## src/rtl/spi_eng_pkg.sv

```systemverilog
package spi_eng_pkg;

  localparam int unsigned WORD_W = 9;
  typedef logic [WORD_W-1:0] word_t;

  // bit that leaves the shifter next
  function automatic logic head_bit(input word_t w, input logic lsb, input logic nine);
    logic b;
    if (lsb)       b = w[0];
    else if (nine) b = w[WORD_W-1];
    else           b = w[WORD_W-2];
    return b;
  endfunction

  function automatic word_t tx_step(input word_t w, input logic lsb);
    word_t r;
    if (lsb) r = w >> 1;
    else     r = w << 1;
    return r;
  endfunction

  function automatic word_t rx_step(input word_t w, input logic b, input logic lsb, input logic nine);
    word_t r;
    if (lsb) begin
      r = w >> 1;
      if (nine) r[WORD_W-1] = b;
      else begin
        r[WORD_W-1] = 1'b0;
        r[WORD_W-2] = b;
      end
    end else begin
      r = {w[WORD_W-2:0], b};
    end
    return r;
  endfunction

  function automatic word_t fit(input word_t w, input logic nine);
    word_t r;
    r = w;
    if (!nine) r[WORD_W-1] = 1'b0;
    return r;
  endfunction

endpackage

```

## src/rtl/spi_sck_gen.sv

```systemverilog
module spi_sck_gen #(
  parameter int unsigned DIV_W = 8
) (
  input  logic             clk,
  input  logic             rst_n,
  input  logic             run,
  input  logic             fast_mode,
  input  logic [DIV_W-1:0] div_val,
  input  logic             tick,
  output logic             half
);

  logic [DIV_W-1:0] cnt_q, cnt_d;
  logic             cnt_en;

  always_comb begin
    cnt_d = cnt_q;
    half  = 1'b0;
    if (!run) begin
      cnt_d = '0;
    end else if (fast_mode) begin
      half = 1'b1;
    end else if (tick) begin
      if (cnt_q >= div_val) begin
        half  = 1'b1;
        cnt_d = '0;
      end else begin
        cnt_d = cnt_q + 1'b1;
      end
    end
  end

  assign cnt_en = (cnt_d != cnt_q);

  always_ff @(posedge clk or negedge rst_n) begin
    if (!rst_n)      cnt_q <= '0;
    else if (cnt_en) cnt_q <= cnt_d;
  end

endmodule

```

## src/rtl/spi_pin_sync.sv

```systemverilog
module spi_pin_sync #(
  parameter int unsigned   STAGES  = 2,
  parameter int unsigned   W       = 3,
  parameter logic [W-1:0]  RST_VAL = '0
) (
  input  logic         clk,
  input  logic         rst_n,
  input  logic [W-1:0] din,
  output logic [W-1:0] dout
);

  genvar g;
  for (g = 0; g < STAGES; g++) begin : g_stage
    logic [W-1:0] q;
    if (g == 0) begin : g_first
      always_ff @(posedge clk or negedge rst_n) begin
        if (!rst_n) q <= RST_VAL;
        else        q <= din;
      end
    end else begin : g_next
      always_ff @(posedge clk or negedge rst_n) begin
        if (!rst_n) q <= RST_VAL;
        else        q <= g_stage[g-1].q;
      end
    end
  end

  assign dout = g_stage[STAGES-1].q;

endmodule

```

## src/rtl/spi_shift_core.sv

```systemverilog
module spi_shift_core
  import spi_eng_pkg::*;
#(
  parameter int unsigned CNT_W = 4
) (
  input  logic             clk,
  input  logic             rst_n,
  input  logic             load,
  input  word_t            load_word,
  input  logic             cpha,
  input  logic             lsb_first,
  input  logic             nine,
  input  logic             launch,
  input  logic             sample,
  input  logic             clear,
  input  logic             sdi,
  output logic             sdo,
  output logic             done,
  output word_t            rx_word,
  output logic [CNT_W-1:0] bit_cnt
);

  localparam logic [CNT_W-1:0] LAST8 = CNT_W'(7);
  localparam logic [CNT_W-1:0] LAST9 = CNT_W'(8);

  word_t            tx_q, tx_d, rx_q, rx_d;
  logic [CNT_W-1:0] cnt_q, cnt_d;
  logic             out_q, out_d;
  logic             upd;
  logic [CNT_W-1:0] last_idx;
  word_t            rx_shift;

  assign last_idx = nine ? LAST9 : LAST8;
  assign rx_shift = rx_step(rx_q, sdi, lsb_first, nine);
  assign done     = sample & (cnt_q == last_idx);
  assign rx_word  = fit(rx_shift, nine);
  assign upd      = load | clear | launch | sample;

  always_comb begin
    tx_d  = tx_q;
    rx_d  = rx_q;
    cnt_d = cnt_q;
    out_d = out_q;
    if (load) begin
      cnt_d = '0;
      rx_d  = '0;
      if (!cpha) begin
        out_d = head_bit(load_word, lsb_first, nine);
        tx_d  = tx_step(load_word, lsb_first);
      end else begin
        tx_d  = load_word;
      end
    end else if (clear) begin
      cnt_d = '0;
      rx_d  = '0;
    end else begin
      if (launch) begin
        out_d = head_bit(tx_q, lsb_first, nine);
        tx_d  = tx_step(tx_q, lsb_first);
      end
      if (sample) begin
        rx_d  = rx_shift;
        cnt_d = done ? '0 : cnt_q + 1'b1;
      end
    end
  end

  always_ff @(posedge clk or negedge rst_n) begin
    if (!rst_n) begin
      tx_q  <= '0;
      rx_q  <= '0;
      cnt_q <= '0;
      out_q <= 1'b0;
    end else if (upd) begin
      tx_q  <= tx_d;
      rx_q  <= rx_d;
      cnt_q <= cnt_d;
      out_q <= out_d;
    end
  end

  assign sdo     = out_q;
  assign bit_cnt = cnt_q;

endmodule

```

## src/rtl/spi_xfer_engine.sv

```systemverilog
module spi_xfer_engine
  import spi_eng_pkg::*;
#(
  parameter int unsigned DIV_W       = 8,
  parameter int unsigned SYNC_STAGES = 2
) (
  input  logic             clk,
  input  logic             rst_n,
  input  logic             cfg_slave,
  input  logic             cfg_cpol,
  input  logic             cfg_cpha,
  input  logic             cfg_lsb_first,
  input  logic             cfg_nine,
  input  logic             cfg_fast,
  input  logic [DIV_W-1:0] cfg_div,
  input  logic             div_tick,
  input  logic             tx_wr,
  input  logic [8:0]       tx_data,
  input  logic             rx_rd,
  output logic [8:0]       rx_data,
  output logic             irq_tx_empty,
  output logic             irq_rx_full,
  output logic             irq_rx_err,
  output logic             busy,
  output logic             sck_o,
  input  logic             sck_i,
  input  logic             cs_n_i,
  input  logic             sdi,
  output logic             sdo,
  output logic             sdo_oe
);

  localparam int unsigned CNT_W  = 4;
  localparam int unsigned EDGE_W = $clog2(2 * WORD_W);
  localparam logic [EDGE_W-1:0] LAST_EDGE8 = EDGE_W'(2 * (WORD_W - 1) - 1);
  localparam logic [EDGE_W-1:0] LAST_EDGE9 = EDGE_W'(2 * WORD_W - 1);

  // host-side holding registers
  word_t tx_buf_q, tx_buf_d, rx_buf_q, rx_buf_d;
  logic  tx_empty_q, tx_empty_d, rx_full_q, rx_full_d, rx_err_q, rx_err_d;
  logic  host_en;

  // master sequencing
  logic              m_run_q, m_run_d, sck_q, sck_d;
  logic [EDGE_W-1:0] edge_q, edge_d;
  logic              half, m_start, m_lead, m_trail;
  logic [EDGE_W-1:0] last_edge;

  // slave front end
  logic [2:0] pins_raw, pins_s;
  logic       sck_s, cs_n_s, sdi_s, sel;
  logic       sck_d_q, sel_d_q;
  logic       s_live, s_sel_rise, s_abort, s_edge, s_lead, s_trail;

  // shared shifter controls
  logic             frame_nine, lead, trail, sample, launch, load, bit_in;
  logic             done;
  word_t            rx_word;
  logic [CNT_W-1:0] bit_cnt;

  assign frame_nine = ~cfg_slave & cfg_nine;
  assign last_edge  = frame_nine ? LAST_EDGE9 : LAST_EDGE8;

  spi_sck_gen #(.DIV_W(DIV_W)) u_gen (
    .clk       (clk),
    .rst_n     (rst_n),
    .run       (m_run_q & ~cfg_slave),
    .fast_mode (cfg_fast),
    .div_val   (cfg_div),
    .tick      (div_tick),
    .half      (half)
  );

  assign pins_raw = {sck_i, cs_n_i, sdi};

  spi_pin_sync #(.STAGES(SYNC_STAGES), .W(3), .RST_VAL(3'b010)) u_sync (
    .clk   (clk),
    .rst_n (rst_n),
    .din   (pins_raw),
    .dout  (pins_s)
  );

  assign {sck_s, cs_n_s, sdi_s} = pins_s;
  assign sel = ~cs_n_s;

  always_ff @(posedge clk or negedge rst_n) begin
    if (!rst_n) begin
      sck_d_q <= 1'b0;
      sel_d_q <= 1'b0;
    end else begin
      sck_d_q <= sck_s;
      sel_d_q <= sel;
    end
  end

  assign s_live     = cfg_slave & sel & sel_d_q;
  assign s_sel_rise = cfg_slave & sel & ~sel_d_q;
  assign s_abort    = cfg_slave & ~sel & sel_d_q;
  assign s_edge     = s_live & (sck_s ^ sck_d_q);
  assign s_lead     = s_edge & (sck_s != cfg_cpol);
  assign s_trail    = s_edge & (sck_s == cfg_cpol);

  assign m_start = ~cfg_slave & ~m_run_q & ~tx_empty_q;
  assign m_lead  = ~cfg_slave & m_run_q & half & ~edge_q[0];
  assign m_trail = ~cfg_slave & m_run_q & half &  edge_q[0];

  assign lead   = cfg_slave ? s_lead  : m_lead;
  assign trail  = cfg_slave ? s_trail : m_trail;
  assign bit_in = cfg_slave ? sdi_s   : sdi;
  assign sample = cfg_cpha ? trail : lead;
  assign launch = cfg_cpha ? lead  : (trail & (bit_cnt != '0));
  assign load   = m_start | s_sel_rise | (cfg_slave & done);

  spi_shift_core #(.CNT_W(CNT_W)) u_core (
    .clk       (clk),
    .rst_n     (rst_n),
    .load      (load),
    .load_word (tx_buf_q),
    .cpha      (cfg_cpha),
    .lsb_first (cfg_lsb_first),
    .nine      (frame_nine),
    .launch    (launch),
    .sample    (sample),
    .clear     (s_abort),
    .sdi       (bit_in),
    .sdo       (sdo),
    .done      (done),
    .rx_word   (rx_word),
    .bit_cnt   (bit_cnt)
  );

  // master frame sequencer: next state
  always_comb begin
    m_run_d = m_run_q;
    edge_d  = edge_q;
    sck_d   = sck_q;
    if (m_start) begin
      m_run_d = 1'b1;
      edge_d  = '0;
    end else if (m_run_q && half && !cfg_slave) begin
      if (edge_q == last_edge) begin
        m_run_d = 1'b0;
        edge_d  = '0;
      end else begin
        edge_d  = edge_q + 1'b1;
      end
    end
    if (cfg_slave || !m_run_q) sck_d = cfg_cpol;
    else if (half)             sck_d = ~sck_q;
  end

  always_ff @(posedge clk or negedge rst_n) begin
    if (!rst_n) begin
      m_run_q <= 1'b0;
      edge_q  <= '0;
      sck_q   <= 1'b0;
    end else begin
      m_run_q <= m_run_d;
      edge_q  <= edge_d;
      sck_q   <= sck_d;
    end
  end

  // holding registers: next state
  always_comb begin
    tx_buf_d   = tx_buf_q;
    tx_empty_d = tx_empty_q;
    rx_buf_d   = rx_buf_q;
    rx_full_d  = rx_full_q;
    rx_err_d   = rx_err_q & ~rx_rd;
    if (tx_wr) begin
      tx_buf_d   = tx_data;
      tx_empty_d = 1'b0;
    end else if (load) begin
      tx_empty_d = 1'b1;
    end
    if (done) begin
      if (rx_full_q && !rx_rd) begin
        rx_err_d = 1'b1;
      end else begin
        rx_buf_d  = rx_word;
        rx_full_d = 1'b1;
      end
    end else if (rx_rd) begin
      rx_full_d = 1'b0;
    end
  end

  assign host_en = tx_wr | load | done | rx_rd;

  always_ff @(posedge clk or negedge rst_n) begin
    if (!rst_n) begin
      tx_buf_q   <= '0;
      tx_empty_q <= 1'b1;
      rx_buf_q   <= '0;
      rx_full_q  <= 1'b0;
      rx_err_q   <= 1'b0;
    end else if (host_en) begin
      tx_buf_q   <= tx_buf_d;
      tx_empty_q <= tx_empty_d;
      rx_buf_q   <= rx_buf_d;
      rx_full_q  <= rx_full_d;
      rx_err_q   <= rx_err_d;
    end
  end

  assign rx_data      = rx_buf_q;
  assign irq_tx_empty = tx_empty_q;
  assign irq_rx_full  = rx_full_q;
  assign irq_rx_err   = rx_err_q;
  assign busy         = cfg_slave ? sel : m_run_q;
  assign sck_o        = sck_q;
  assign sdo_oe       = ~cfg_slave | sel;

endmodule

```

## config.mk

```make
export PLATFORM = sky130hd
export DESIGN_NAME = spi_xfer_engine
export DESIGN_NICKNAME = d
export VERILOG_FILES = /design/src/rtl/spi_eng_pkg.sv /design/src/rtl/spi_sck_gen.sv /design/src/rtl/spi_pin_sync.sv /design/src/rtl/spi_shift_core.sv /design/src/rtl/spi_xfer_engine.sv
export SDC_FILE = /design/constraint.sdc
export NUM_CORES = 1
export LEC_CHECK = 0
export BUFFER_PORTS_ARGS = -buffer_cell sky130_fd_sc_hd__buf_4
export CORE_MARGIN = 2
export CORE_UTILIZATION = 40
export CTS_CLUSTER_SIZE = 28
export DETAILED_ROUTE_END_ITERATION = 6
export PLACE_DENSITY = 0.64
export RECOVER_POWER = 25
export REMOVE_ABC_BUFFERS = 1
export SKIP_CTS_REPAIR_TIMING = 1
export SKIP_LAST_GASP = 1
export SLEW_MARGIN = 40
export SYNTH_ARGS = -nofsm -noshare
export SYNTH_HDL_FRONTEND = slang
export SYNTH_SLANG_ARGS = --single-unit
```

## constraint.sdc

```tcl
create_clock -name clk -period 3.9 [get_ports clk]
set_input_delay 0.39 -clock clk [delete_from_list [all_inputs] [get_ports clk]]
set_output_delay 0.39 -clock clk [all_outputs]
set_load 0.02 [all_outputs]
```

==> flow_summary_export.csv <==
group,metric,value,unit
run_status,outcome,"complete, no violations",
floorplan,fp-row-count,35,
yosys,syn_area,3780,um^2
critical_path,critPathKind,"reg -> reg",
place,place_congestion,0.812,
clocking,cts_max_path_buffers,2,
yosys,synth_edf_count,0,
sta,finalClockSkew,6.82,ps
final_layout,fillers,899,
final_layout,syn_to_final_growth,17.4,%
floorplan,die_h,101,um
sta,finalSetupTns,0,ps
clocking,cts.sink_count,67,
critical_path,cp_max_fo,26,
yosys,ys_warn_count,0,
clocking,root_buffer,"clkbuf_8",
floorplan,core-area,9200,um^2
critical_path,crit_arrival,3180,ps
yosys,synth.area.top_cells,"dfrtp_1 (42%), mux2i_1 (7.9%), mux2_2 (5.1%), nor2_1 (4.7%), ha_1 (4.0%)",
yosys,synth-main-ff-cell,"dfrtp_1",
pwr,leakagePower,2.01,nW
route,ant_nets,0,
pwr,power_per_cell_area,445,nW/um^2
route,drc,0,
clocking,tritoncts,"done",
final_layout,n_antenna_cell,0,
route,vias_per_cell,5.29,
sta,rsz0062_at_grt,"no",
yosys,ys_types,49,
yosys,ys_seq_area_share,44.4,%
clocking,cts_buffers,9,
floorplan,initial_utilization,41.2,%
min_path,hp-class,"in -> async",
route,wl,7.87,mm
place,port-buffer-count,46,
final_layout,final-seq-area,1680,um^2
clocking,clock_latency,340,ps
sta,hold_viol,0,
final_layout,fin_nets,477,
yosys,syn_avg_cell_area,9.68,um^2
sta,fmax,338,MHz
global_route,grt_pass1_vias,2866,
global_route,gr-usage-all-layers,16.7,%
final_layout,fin_util,48.3,%
global_route,grt_pass1_wl,13.5,mm
critical_path,crit_required,4130,ps
final_layout,multiInputGateArea,1950,um^2
route,wire_per_inst,14.3,um
sta,setup_viol,0,
route,dr.first_iter.drc_count,121,
final_layout,drive_gt1_share,22.3,%
floorplan,die-area,10300,um^2
floorplan,die_x,101,um
sta,hold_slack,39.5,ps
global_route,grt-ovfl-total,0,
yosys,async_flop_share,100,%
sta,worst_pin_slew,738,ps
clocking,h-tree-depth,3,
clocking,cts.clk_slew.worst_paths,80,ps
run,drv_cap,0,
floorplan,ios,47,
global_route,antenna_found_initial,0,
route,num_vias,2910,
yosys,synth_area_leader_cell,"dfrtp_1",
yosys,syn_inst,391,
sta,drv_slew,0,
global_route,grt_max_degree,68,
critical_path,end_kind,"flip-flop",
pwr,peakVddDrop,232,uV
sta,period_share,75.8,%
pwr,totalPowerFinal,1.98,mW
critical_path,critPathLaunchType,"flip-flop",
yosys,ys_ff_latch,67,
yosys,yosys.area.top_type_share,42.3,%
sta,max-slew-margin-rel,50.4,%
sta,finalCriticalPeriod,2960,ps
place,dp_hpwl,5.62,mm
route,drt-pass1-iter-count,4,
## path summary, 6_finish.rpt
kind	from	slack [ps]	cells after the start	to
max	u_gen.cnt_q[0]$_DFFE_PN0P_	940	11	rx_data[8]$_DFFE_PN0P_
min	rst_n	40	1	rx_data[3]$_DFFE_PN0P_
max reg2reg	u_gen.cnt_q[0]$_DFFE_PN0P_	940	11	rx_data[8]$_DFFE_PN0P_
min reg2reg	u_sync.g_stage[0].q[2]$_DFF_PN0_	350	0	u_sync.dout[2]$_DFF_PN0_
max in group asynchronous	rst_n	3440	1	u_core.tx_q[1]$_DFFE_PN0P_
min in group clk	cs_n_i	160	1	u_sync.g_stage[0].q[1]$_DFF_PN1_
## cells in the final DEF (no fill, tap or decap), types with 2 or more instances in the layout
cell type and count:
a21oi_1 13, mux2_1 3, or3_1 3, nand2_1 39, clkbuf_8 10, dfstp_2 3, nor2b_1 6, o31ai_1 2
xnor2_1 3, xor2_1 2, ha_1 12, clkinvlp_4 2, buf_4 44, o21ai_1 14, mux2_2 17, o21a_1 3
nand3_1 13, nor4_4 2, a31oi_1 9, nand2b_4 2, nand4_1 4, nand2b_1 6, a211oi_2 2, nor2_1 47
mux2i_1 30, nand3b_1 3, o21ai_0 22, nor3_1 6, inv_1 21, and3_1 6, clkbuf_4 2, a21o_1 2
dfrtp_1 64, bufinv_16 2
## registers in the layout, summed over array words and instances (netlist names)
name / flops
u_core.tx_q: 9
u_gen.cnt_q: 8
u_core.sdo: 1
u_core.bit_cnt: 4
m_run_q: 1
irq_tx_empty: 1
rx_data: 9
irq_rx_err: 1
sel_d_q: 1
u_core.rx_q: 9
sck_o: 1
u_sync.dout: 3
edge_q: 5
u_sync.g_stage.q: 3
sck_d_q: 1
tx_buf_q: 9
irq_rx_full: 1
## critical path, cell delays in order, from the launching register on
cell and delay [ps]:
dfrtp_1 400, inv_1 120, ha_1 250, nand2b_4 150, a2111oi_4 370, o21ba_4 240
nor4_4 70, o32ai_4 310, buf_4 310, nand2b_4 200, a21oi_4 80, mux2_1 320
## cell usage after synthesis, types with 3 or more instances
library cell,count
a21oi_1,13
a31oi_1,9
and3_1,6
buf_2,3
clkbuf_1,11
dfrtp_1,64
dfstp_2,3
ha_1,12
inv_1,21
mux2_1,3
mux2_2,17
mux2i_1,30
nand2_1,39
nand2b_1,6
nand3_1,13
nand3b_1,3
nand4_1,4
nor2_1,47
nor2b_1,6
nor3_1,6
o21a_1,3
o21ai_0,22
o21ai_1,14
or3_1,3
xnor2_1,3
## final cells by class
class,instances,share of cell area (%)
repair buffers,48,8.11
inverters,22,1.86
clock buffers,10,3.10
flip-flops and latches,67,37.8
clock inverters,6,2.00
well taps,111,3.13
multi-input cells,286,44.0
## metrics by stage
| stage | setup slack (ps) | instance area (um^2) | instances |
|---|---|---|---|
| 4_1_cts | 926 | 4450 | 550 |
| 2_1_floorplan | 601 | 3720 | 375 |
| 6_report | 942 | 4440 | 550 |
| 3_5_place_dp | 901 | 4220 | 534 |
| 5_1_grt | 774 | 4440 | 550 |
| 3_3_place_gp | 974 | 4220 | 534 |
## metal layers
layer	GRT usage, %	routed length [um]	share of wire, %
met2	27.4	3650	46
met3	2.62	261	3.3
met4	7.17	100	1.3
met5	0	0	0
met1	21.8	3860	49
## cell families after synthesis
kind of cell	count (synthesis)	synth area share [%]
multiplexers	50	13.9
buffers and inverters	38	3.97
adder cells (fa/ha/maj)	12	3.97
AND/OR/NAND/NOR	140	18.3
flip-flops	67	44.4
AO/OA/AOI/OAI	79	14.3
XOR/XNOR	5	1.16
## where the power goes
group          total (mW)  switching, mW  internal, mW
combinational       0.430          0.222         0.208
sequential          0.897         0.0998         0.797
clock               0.648          0.271         0.377
(Power assumes the default switching activity.)
